**config.mk**
```make
export PLATFORM = sky130hd
export DESIGN_NAME = mac_unit
export DESIGN_NICKNAME = d
export VERILOG_FILES = /design/src/rtl/mac_unit_pkg.sv /design/src/rtl/mac_fetch.sv /design/src/rtl/mac_acc.sv /design/src/rtl/mac_flags.sv /design/src/rtl/mac_unit.sv
export SDC_FILE = /design/constraint.sdc
export NUM_CORES = 1
export LEC_CHECK = 0
export BUFFER_PORTS_ARGS = -buffer_cell sky130_fd_sc_hd__buf_4
export CORE_ASPECT_RATIO = 1.75
export CORE_MARGIN = 2
export CORE_UTILIZATION = 60
export DETAILED_ROUTE_END_ITERATION = 8
export PLACE_DENSITY = 0.84
export SYNTH_ARGS = -nofsm -noshare
export SYNTH_HDL_FRONTEND = slang
export SYNTH_SLANG_ARGS = --single-unit
```
**constraint.sdc**
```tcl
create_clock -name clk -period 13.95 [get_ports clk]
set_input_delay 2.0925 -clock clk [delete_from_list [all_inputs] [get_ports clk]]
set_output_delay 2.0925 -clock clk [all_outputs]
set_load 0.01 [all_outputs]
```
**src/rtl/mac_unit_pkg.sv**
```systemverilog
package mac_unit_pkg;
    localparam int DATA_W = 32;
    localparam int OPND_W = 16;
    localparam int HI_W   = 10;
    localparam int ADDR_W = 32;

    typedef enum logic [1:0] {
        OP_CLR   = 2'd0,
        OP_LOAD  = 2'd1,
        OP_STORE = 2'd2,
        OP_ACC   = 2'd3
    } mac_op_e;

    typedef enum logic [1:0] {
        ST_IDLE  = 2'd0,
        ST_READ1 = 2'd1,
        ST_READ2 = 2'd2,
        ST_ACC   = 2'd3
    } fetch_st_e;

    typedef struct packed {
        logic z;
        logic n;
        logic v;
        logic c;
    } ccr_t;
endpackage

```
**src/rtl/mac_fetch.sv**
```systemverilog
module mac_fetch
    import mac_unit_pkg::*;
#(
    parameter int AW    = ADDR_W,
    parameter int OW    = OPND_W,
    parameter int STEP  = 2
) (
    input  logic          clk,
    input  logic          rst_n,
    input  logic          start,
    input  logic [AW-1:0] ptr_a,
    input  logic [AW-1:0] ptr_b,
    input  logic          same,
    input  logic [OW-1:0] mem_rdata,
    output logic          busy,
    output logic          mem_re,
    output logic [AW-1:0] mem_addr,
    output logic          commit,
    output logic [OW-1:0] opnd_a,
    output logic [OW-1:0] opnd_b,
    output logic          ptr_a_we,
    output logic [AW-1:0] ptr_a_nxt,
    output logic          ptr_b_we,
    output logic [AW-1:0] ptr_b_nxt
);
    localparam logic [AW-1:0] INC1 = AW'(STEP);
    localparam logic [AW-1:0] INC2 = AW'(2 * STEP);

    typedef struct packed {
        fetch_st_e     st;
        logic [AW-1:0] addr_a;
        logic [AW-1:0] addr_b;
        logic          same;
        logic [OW-1:0] op1;
    } fetch_state_t;

    fetch_state_t s_d, s_q;

    always_comb begin
        s_d       = s_q;
        mem_re    = 1'b0;
        mem_addr  = s_q.addr_a;
        commit    = 1'b0;
        ptr_a_we  = 1'b0;
        ptr_b_we  = 1'b0;
        ptr_a_nxt = s_q.addr_a + (s_q.same ? INC2 : INC1);
        ptr_b_nxt = s_q.addr_b + INC1;
        unique case (s_q.st)
            ST_IDLE: begin
                if (start) begin
                    s_d.st     = ST_READ1;
                    s_d.addr_a = ptr_a;
                    s_d.addr_b = ptr_b;
                    s_d.same   = same;
                end
            end
            ST_READ1: begin
                mem_re   = 1'b1;
                mem_addr = s_q.addr_a;
                s_d.st   = ST_READ2;
            end
            ST_READ2: begin
                mem_re   = 1'b1;
                mem_addr = s_q.same ? (s_q.addr_a + INC1) : s_q.addr_b;
                s_d.op1  = mem_rdata;
                s_d.st   = ST_ACC;
            end
            ST_ACC: begin
                commit   = 1'b1;
                ptr_a_we = 1'b1;
                ptr_b_we = !s_q.same;
                s_d.st   = ST_IDLE;
            end
            default: s_d.st = ST_IDLE;
        endcase
    end

    assign busy   = (s_q.st != ST_IDLE);
    assign opnd_a = s_q.op1;
    assign opnd_b = mem_rdata;

    always_ff @(posedge clk or negedge rst_n) begin
        if (!rst_n) begin
            s_q <= '0;
        end else begin
            s_q <= s_d;
        end
    end


    read_only_when_busy_chk: assert property (@(posedge clk) disable iff (!rst_n)
        mem_re |-> busy);

    walk_read1_chk: assert property (@(posedge clk) disable iff (!rst_n)
        (s_q.st == ST_READ1) |=> (s_q.st == ST_READ2));

    walk_read2_chk: assert property (@(posedge clk) disable iff (!rst_n)
        (s_q.st == ST_READ2) |=> (s_q.st == ST_ACC) && !mem_re);

    walk_acc_chk: assert property (@(posedge clk) disable iff (!rst_n)
        commit |=> !busy);

    same_ptr_step_chk: assert property (@(posedge clk) disable iff (!rst_n)
        (s_q.st == ST_READ2 && s_q.same) |-> mem_addr == $past(mem_addr) + INC1);

    same_ptr_single_wb_chk: assert property (@(posedge clk) disable iff (!rst_n)
        (ptr_a_we && s_q.same) |-> !ptr_b_we);
endmodule

```
**src/rtl/mac_acc.sv**
```systemverilog
module mac_acc
    import mac_unit_pkg::*;
#(
    parameter int DW = DATA_W,
    parameter int HW = HI_W,
    parameter int OW = OPND_W
) (
    input  logic          clk,
    input  logic          rst_n,
    input  logic          clr,
    input  logic          ld_lo,
    input  logic          ld_hi,
    input  logic [DW-1:0] ld_data,
    input  logic          add_en,
    input  logic [OW-1:0] op_a,
    input  logic [OW-1:0] op_b,
    output logic [DW-1:0] rd_lo,
    output logic [DW-1:0] rd_hi
);
    localparam int AW = DW + HW;
    localparam int PW = 2 * OW;

    logic [AW-1:0]        acc_d, acc_q;
    logic signed [PW-1:0] prod;
    logic [AW-1:0]        prod_ext;

    always_comb begin
        prod     = $signed(op_a) * $signed(op_b);
        prod_ext = {{(AW - PW){prod[PW-1]}}, prod};
        acc_d    = acc_q;
        if (clr) begin
            acc_d = '0;
        end else if (ld_lo) begin
            acc_d[DW-1:0] = ld_data;
        end else if (ld_hi) begin
            acc_d[AW-1:DW] = ld_data[HW-1:0];
        end else if (add_en) begin
            acc_d = acc_q + prod_ext;
        end
    end

    assign rd_lo = acc_q[DW-1:0];
    assign rd_hi = {{(DW - HW){acc_q[AW-1]}}, acc_q[AW-1:DW]};

    always_ff @(posedge clk or negedge rst_n) begin
        if (!rst_n) begin
            acc_q <= '0;
        end else begin
            acc_q <= acc_d;
        end
    end


    clear_zero_chk: assert property (@(posedge clk) disable iff (!rst_n)
        clr |=> (rd_lo == '0) && (rd_hi == '0));

    zero_product_hold_chk: assert property (@(posedge clk) disable iff (!rst_n)
        (add_en && !clr && !ld_lo && !ld_hi && op_b == '0) |=> $stable(rd_lo) && $stable(rd_hi));
endmodule

```
**src/rtl/mac_flags.sv**
```systemverilog
module mac_flags
    import mac_unit_pkg::*;
#(
    parameter int DW = DATA_W
) (
    input  logic          clk,
    input  logic          rst_n,
    input  logic          zero_all,
    input  logic          ld,
    input  logic          st,
    input  logic [DW-1:0] st_value,
    output ccr_t          ccr
);
    ccr_t ccr_d, ccr_q;

    always_comb begin
        ccr_d = ccr_q;
        if (zero_all) begin
            ccr_d = '0;
        end else if (ld) begin
            ccr_d.v = 1'b0;
            ccr_d.c = 1'b0;
        end else if (st) begin
            ccr_d.z = (st_value == '0);
            ccr_d.n = st_value[DW-1];
            ccr_d.v = 1'b0;
        end
    end

    assign ccr = ccr_q;

    always_ff @(posedge clk or negedge rst_n) begin
        if (!rst_n) begin
            ccr_q <= '0;
        end else begin
            ccr_q <= ccr_d;
        end
    end


    store_clears_v_chk: assert property (@(posedge clk) disable iff (!rst_n)
        st |=> !ccr.v);

    load_holds_zn_chk: assert property (@(posedge clk) disable iff (!rst_n)
        (ld && !zero_all) |=> (ccr.z == $past(ccr.z)) && (ccr.n == $past(ccr.n)) && !ccr.c);

    zero_all_chk: assert property (@(posedge clk) disable iff (!rst_n)
        zero_all |=> (ccr == '0));
endmodule

```
**src/rtl/mac_unit.sv**
```systemverilog
module mac_unit
    import mac_unit_pkg::*;
#(
    parameter int DW   = DATA_W,
    parameter int AW   = ADDR_W,
    parameter int OW   = OPND_W,
    parameter int HW   = HI_W,
    parameter int STEP = 2
) (
    input  logic          clk,
    input  logic          rst_n,
    input  logic          cmd_valid,
    input  logic [1:0]    cmd_op,
    input  logic          cmd_hi,
    input  logic [DW-1:0] cmd_wdata,
    input  logic [AW-1:0] cmd_ptr_a,
    input  logic [AW-1:0] cmd_ptr_b,
    input  logic          cmd_same,
    output logic          busy,
    output logic          st_valid,
    output logic [DW-1:0] st_data,
    output logic          ptr_a_we,
    output logic [AW-1:0] ptr_a_nxt,
    output logic          ptr_b_we,
    output logic [AW-1:0] ptr_b_nxt,
    output logic          mem_re,
    output logic [AW-1:0] mem_addr,
    input  logic [OW-1:0] mem_rdata,
    output logic          flag_z,
    output logic          flag_n,
    output logic          flag_v,
    output logic          flag_c
);
    typedef struct packed {
        logic          vld;
        logic [DW-1:0] data;
    } store_t;

    store_t  out_d, out_q;
    mac_op_e op;
    logic    accept, do_clr, do_ld, do_st, do_acc;
    logic    commit;
    logic [OW-1:0] opnd_a, opnd_b;
    logic [DW-1:0] rd_lo, rd_hi, st_value;
    ccr_t    ccr;

    always_comb begin
        op       = mac_op_e'(cmd_op);
        accept   = cmd_valid && !busy;
        do_clr   = accept && (op == OP_CLR);
        do_ld    = accept && (op == OP_LOAD);
        do_st    = accept && (op == OP_STORE);
        do_acc   = accept && (op == OP_ACC);
        st_value = cmd_hi ? rd_hi : rd_lo;
        out_d.vld  = do_st;
        out_d.data = do_st ? st_value : out_q.data;
    end

    mac_fetch #(.AW(AW), .OW(OW), .STEP(STEP)) i_fetch (
        .clk       (clk),
        .rst_n     (rst_n),
        .start     (do_acc),
        .ptr_a     (cmd_ptr_a),
        .ptr_b     (cmd_ptr_b),
        .same      (cmd_same),
        .mem_rdata (mem_rdata),
        .busy      (busy),
        .mem_re    (mem_re),
        .mem_addr  (mem_addr),
        .commit    (commit),
        .opnd_a    (opnd_a),
        .opnd_b    (opnd_b),
        .ptr_a_we  (ptr_a_we),
        .ptr_a_nxt (ptr_a_nxt),
        .ptr_b_we  (ptr_b_we),
        .ptr_b_nxt (ptr_b_nxt)
    );

    mac_acc #(.DW(DW), .HW(HW), .OW(OW)) i_acc (
        .clk     (clk),
        .rst_n   (rst_n),
        .clr     (do_clr),
        .ld_lo   (do_ld && !cmd_hi),
        .ld_hi   (do_ld && cmd_hi),
        .ld_data (cmd_wdata),
        .add_en  (commit),
        .op_a    (opnd_a),
        .op_b    (opnd_b),
        .rd_lo   (rd_lo),
        .rd_hi   (rd_hi)
    );

    mac_flags #(.DW(DW)) i_flags (
        .clk      (clk),
        .rst_n    (rst_n),
        .zero_all (do_clr || do_acc || commit),
        .ld       (do_ld),
        .st       (do_st),
        .st_value (st_value),
        .ccr      (ccr)
    );

    assign st_valid = out_q.vld;
    assign st_data  = out_q.data;
    assign flag_z   = ccr.z;
    assign flag_n   = ccr.n;
    assign flag_v   = ccr.v;
    assign flag_c   = ccr.c;

    always_ff @(posedge clk or negedge rst_n) begin
        if (!rst_n) begin
            out_q <= '0;
        end else begin
            out_q <= out_d;
        end
    end


    busy_ignores_cmd_chk: assert property (@(posedge clk) disable iff (!rst_n)
        (busy && cmd_valid) |=> !st_valid);

    store_pulse_chk: assert property (@(posedge clk) disable iff (!rst_n)
        st_valid |=> !st_valid || $past(cmd_valid));
endmodule

```
==> impl_metrics.csv, run 1 <==
group,metric,value,unit
routing,ant_nets,0,
run,maxCapViolations,0,
logic_synthesis,ys_warn_count,0,
timing,fin_setup_tns,0,ns
critical_path,cp_top_family,"adder cells",
routing,drt_wl_total,64.0,mm
timing,setup_ws,3.22,ns
timing,setup_violations,0,
critical_path,cpMostUsedCell,"fa_1",
critical_path,critical_path_class,"primary input to flip-flop",
placement,pre_cts_ws,2.86,ns
floorplanning,coreArea,34300,µm²
logic_synthesis,syn_avg_cell_area,8.79,µm²
clock_tree,clock_sinks,160,
global_routing,gr-usage-all-layers,0.362,
floorplanning,die_w,145,µm
logic_synthesis,yosysTopAreaCellShare,0.253,
timing,hold_viol_final,0,
global_routing,met1_usage,0.361,
global_routing,grt_pass1_vias,19500,
run_status,outcome,"complete, no violations",
timing,finalMaxSlewViolations,0,
critical_path,crit_slowest_cell,"o31ai_1",
critical_path,reg2reg_slack,4.37,ns
clock_tree,h-tree-depth,4,
placement,io_buffers,253,
timing,rsz0062_at_grt,"no",
clock_tree,cts_hold_buf,0,
global_routing,grt.overflow.total,0,
clock_tree,clk_latency,0.45,ns
routing,dr.pass1.iters,7,
timing,timing.fmax,0.0932,GHz
critical_path,cp.arrival,11.06,ns
logic_synthesis,async_reset_ff_frac,1.00,
cells_and_area,fillerInstances,2763,
floorplanning,start_util,0.608,
timing,skew,0.0127,ns
clock_tree,clockRootBuffer,"clkbuf_16",
clock_tree,cts_tree,"done",
logic_synthesis,yosysTopAreaCell,"fa_1",
routing,drtIter0Drc,1095,
logic_synthesis,ys.flop_type,"dfrtp_1",
routing,num_vias,18000,
timing,slew_headroom,0.137,
hold_path,hp-class,"flip-flop to flip-flop",
clock_tree,clk_pin_slew_worst_paths,0.06,ns
logic_synthesis,netlist_area,20900,µm²
clock_tree,ctsResizeCount,0,
cells_and_area,layout_common_cells,"353 x inv_1, 275 x nand2_1, 264 x fa_1, 264 x buf_4, 159 x dfrtp_1",
floorplanning,dieArea,36300,µm²
global_routing,met3_usage,0.0643,
critical_path,critPathBufInv,4,
global_routing,grt_pass1_wl,102,mm
logic_synthesis,synth-seq-area-share,0.192,
critical_path,crit_fanout,14,
timing,period_needed,10.73,ns
floorplanning,die_h,251,µm
global_routing,grt.busiest_layer,"met2",
logic_synthesis,ys_top_cells_by_area,"fa_1 25%, dfrtp_1 19%, ha_1 8.1%, inv_1 6.3%, nand2_1 4.9%",
timing,worst_pin_slew,1.29,ns
clock_tree,clock_path_buffers,2,
clock_tree,postCtsSetupRepairBufs,0,
placement,place.gp.congestion,0.963,
logic_synthesis,syn_inst,2375,
global_routing,antenna_found_initial,0,
routing,vias_per_cell,5.98,
logic_synthesis,synth_edf_count,0,
critical_path,cp.required,14.28,ns
placement,detailed_place_hpwl,51.1,mm
global_routing,met2_usage,0.668,
floorplanning,ios,256,
cells_and_area,final_common_cell,"inv_1",
critical_path,cpPeakStageDelay,0.76,ns
floorplanning,rows,90,
cells_and_area,nNetsFinal,3061,
timing,min_period_over_period,0.769,
cells_and_area,area_delta_synth_final,13.1,%
critical_path,start_kind,"primary input",
routing,wire_per_inst,21.2,µm
logic_synthesis,ys_ff_latch,160,
cells_and_area,drive_gt1_frac,0.156,
logic_synthesis,synth.distinct_cells,69,
critical_path,crit_path_end_kind,"flip-flop",
global_routing,grt_max_degree,100,
clock_tree,cts_buffers,17,
routing,drc,0,
## layer usage
layer | share of wire | wire, µm
met1 | 0.32 | 20700
met2 | 0.53 | 34100
met3 | 0.059 | 3790
met4 | 0.085 | 5430
met5 | 0 | 0
## kinds of logic (layout without fill, tap and decap cells)
kind of cell | count (synthesis) | count (layout) | share of synthesized area
fa+ha+maj | 399 | 399 | 0.334
simple gates | 688 | 688 | 0.158
flops | 160 | 160 | 0.192
mux | 96 | 96 | 0.0512
compound gates | 436 | 436 | 0.127
buf+inv | 471 | 651 | 0.0855
other cells | 1 | 3 | 0.000180
xor+xnor | 124 | 124 | 0.0520
## tightest hold or removal path: cells and delay by family (launching register included)
kind | cells | cell delay, ns
DFF | 1 | 0.34
AOI/OAI and AO/OA | 1 | 0.06
and+or+nand+nor | 1 | 0.05
## state kept, by name, summed over array words and instances (netlist names)
name and count:
i_acc.acc_q 42, i_fetch.opnd_a 16, i_fetch.s_q 67, st_valid 1, st_data 32, i_flags.ccr 2
## final timing paths
check                                  start  depth (start not counted)         endpoint
max in group asynchronous              rst_n                          2  i_acc.acc_q[35]
setup / recovery               mem_rdata[15]                         27  i_acc.acc_q[41]
hold / removal                   st_data[26]                          2      st_data[26]
setup reg to reg           i_fetch.opnd_a[5]                         31  i_acc.acc_q[41]
min in group asynchronous              rst_n                          1  i_fetch.s_q[36]
hold reg to reg                  st_data[26]                          2      st_data[26]
## through the flow
step                cell area, µm²  instances  utilization  hold slack (ns)
CTS                          23600       3016        0.687            0.486
floorplan                    20900       2376            -            0.497
global route                 23600       3016        0.687            0.515
global placement             23000       2984        0.670            0.465
finish                       23600       3017        0.687            0.484
detailed placement           23000       2984        0.670            0.471
## synth_stat cells (all sizes together) (7+ instances only)
library cell,instances
nor4,15
a21oi,151
o211ai,11
and3,32
nor2,93
o21a,7
a21o,31
clkbuf,100
o21ai,121
o21bai,7
ha,135
and2,126
xnor2,84
dfrtp,160
nand3,54
buf,17
a22oi,19
a31oi,13
inv,353
nand4,25
mux2i,13
fa,264
nor2b,14
nand2b,18
o22ai,21
nand2,275
nor3,25
mux2,83
xor2,40
## area by class of cell
class / count / area [µm²] / share of cell area
tap: 460 / 576 / 0.0244
antenna: 1 / 2.50 / 0.000106
clock inverter: 13 / 146 / 0.00620
inverter: 354 / 1330 / 0.0563
timing repair buffer: 265 / 1990 / 0.0844
multi-input combinational: 1745 / 15100 / 0.640
clock buffer: 19 / 453 / 0.0192
sequential: 160 / 4010 / 0.170
Power of run 1 is not shown: default switching activity piles up to over one toggle a cycle in this logic, so the estimate is an artifact.
==> inputs of run 2 (changes only) <==
--- a/config.mk
+++ b/config.mk
@@ -8,9 +8,9 @@
 export BUFFER_PORTS_ARGS = -buffer_cell sky130_fd_sc_hd__buf_4
 export CORE_ASPECT_RATIO = 1.75
 export CORE_MARGIN = 2
-export CORE_UTILIZATION = 60
+export CORE_UTILIZATION = 55
 export DETAILED_ROUTE_END_ITERATION = 8
-export PLACE_DENSITY = 0.84
+export PLACE_DENSITY = 0.81
 export SYNTH_ARGS = -nofsm -noshare
 export SYNTH_HDL_FRONTEND = slang
 export SYNTH_SLANG_ARGS = --single-unit
==> constraint.sdc (replaced) <==
create_clock -name clk -period 9.8 [get_ports clk]
set_input_delay 1.47 -clock clk [delete_from_list [all_inputs] [get_ports clk]]
set_output_delay 1.47 -clock clk [all_outputs]
set_load 0.01 [all_outputs]
==> run 2 against run 1 <==
  * Setup slack got worse by 2.8 ns
  * Critical path depth increased by 5
  * Die area increased by 8.9%
  * Clock skew increased by 0.0026 ns
  * Register-to-register slack got worse by 3.6 ns
  * Worst hold slack about the same
  * Flip-flop and latch count unchanged
==> impl_metrics.csv, run 2 (synthesized netlist as in run 1, its figures left out) <==
group,metric,value,unit
run_status,outcome,"complete, no violations",
clock_tree,cts_buffers,17,
critical_path,critPathBufInv,5,
global_routing,grt_pass1_wl,105,mm
cells_and_area,top_register,"i_fetch.s_q",
critical_path,critical_path_class,"primary input to flip-flop",
timing,hold_viol_final,0,
timing,worst_pin_slew,1.17,ns
placement,place.gp.congestion,0.965,
global_routing,antenna_found_initial,2,
cells_and_area,layout_common_cells,"353 x inv_1, 300 x buf_4, 275 x nand2_1",
cells_and_area,drive_gt1_frac,0.168,
timing,min_period_over_period,0.954,
timing,skew,0.0153,ns
timing,slew_headroom,0.217,
timing,finalMaxSlewViolations,0,
clock_tree,clockRootBuffer,"clkbuf_16",
global_routing,grt.overflow.total,0,
critical_path,cp_top_family,"adder cells",
clock_tree,clock_path_buffers,2,
hold_path,hp-class,"flip-flop to flip-flop",
critical_path,start_kind,"primary input",
floorplanning,coreArea,37500,µm²
hold_path,worstHoldPathCells,2,
cells_and_area,largest_reg_flops,67,
floorplanning,start_util,0.556,
timing,period_needed,9.35,ns
floorplanning,rows,94,
routing,vias_per_cell,5.90,
global_routing,grt_max_degree,81,
global_routing,gr-usage-all-layers,0.350,
critical_path,cp_num_cells,32,
cells_and_area,final_common_cell,"inv_1",
global_routing,grt_pass1_vias,19600,
routing,dr.pass1.iters,6,
timing,rsz0062_at_grt,"no",
clock_tree,clock_sinks,160,
critical_path,crit_path_end_kind,"flip-flop",
critical_path,reg2regPathDepth,33,
critical_path,cp.arrival,9.68,ns
timing,hold-worst-slack,0.484,ns
critical_path,cpPeakStageDelay,0.56,ns
clock_tree,clk_pin_slew_worst_paths,0.07,ns
routing,drc,0,
placement,detailed_place_hpwl,53.4,mm
routing,wire_per_inst,21.7,µm
cells_and_area,nNetsFinal,3097,
floorplanning,die_h,262,µm
clock_tree,h-tree-depth,4,
timing,timing.fmax,0.107,GHz
cells_and_area,area_delta_synth_final,14.5,%
placement,io_buffers,253,
clock_tree,clk_latency,0.46,ns
clock_tree,cts_tree,"done",
floorplanning,ios,256,
routing,drt_wl_total,66.8,mm
critical_path,crit_slowest_cell,"fa_1",
cells_and_area,diodes,0,
floorplanning,dieArea,39600,µm²
clock_tree,cts_hold_buf,0,
routing,num_vias,18100,
timing,setup_violations,0,
critical_path,cp.required,10.14,ns
routing,drtIter0Drc,1193,
floorplanning,die_w,151,µm
critical_path,cpMostUsedCell,"fa_1",
routing,ant_nets,0,
critical_path,reg2reg_slack,0.77,ns
critical_path,crit_fanout,17,
run,maxCapViolations,0,
[run 2: changes by cell type in the layout (fill, tap and decap cells not counted), sizes merged]
cell	delta
diode	-1
clkinv	-2
inv	+1
clkinvlp	+1
buf	+36
[run 2: what timing repair did]
action / CTS / global route
setup endpoints to repair: 0 / 2
hold endpoints to repair: 0 / 0
resized for setup: 0 / 2
setup buffers: 0 / 0
[run 2: layer usage]
metal,global-route usage,vias up,wire length [µm]
li1,-,8147,-
met1,0.355,8895,21700
met2,0.640,809,35800
met3,0.0731,273,4320
met4,0.227,4,4910
met5,0,-,23
[run 2: cell type report]
type                            count  area [µm²]
Timing Repair Buffer              301        2260
Fill cell                        3139       13600
Clock inverter                     13         144
Clock buffer                       19         443
Multi-Input combinational cell   1745       15100
Inverter                          354        1330
Sequential cell                   160        4010
Tap cell                          480         601
[run 2: through the flow]
stage / instance area (µm²) / instances / setup WS (ns) / TNS [ns] / utilization
global route: 23900 / 3072 / 0.0438 / 0 / 0.637
detailed placement: 23300 / 3040 / -0.0459 / -0.0459 / 0.621
global placement: 23300 / 3040 / 0.0973 / 0 / 0.621
finish: 23900 / 3072 / 0.454 / 0 / 0.637
floorplan: 20900 / 2376 / 0.332 / 0 / -
CTS: 23900 / 3072 / 0.395 / 0 / 0.637
[run 2: tightest hold or removal path, delay by kind of cell, from the launching register on]
kind / cells / cell delay [ns]
flops: 1 / 0.34
compound gates: 1 / 0.06
simple gates: 1 / 0.05
[run 2: worst paths after layout]
path | end | from
max in group asynchronous | i_acc.acc_q[6] | rst_n
min reg2reg | st_data[7] | st_data[7]
min in group asynchronous | i_fetch.s_q[34] | rst_n
max | i_acc.acc_q[41] | mem_rdata[6]
max reg2reg | i_acc.acc_q[41] | i_fetch.opnd_a[6]
min | st_data[7] | st_data[7]
Power of run 2 is left out for the same reason.
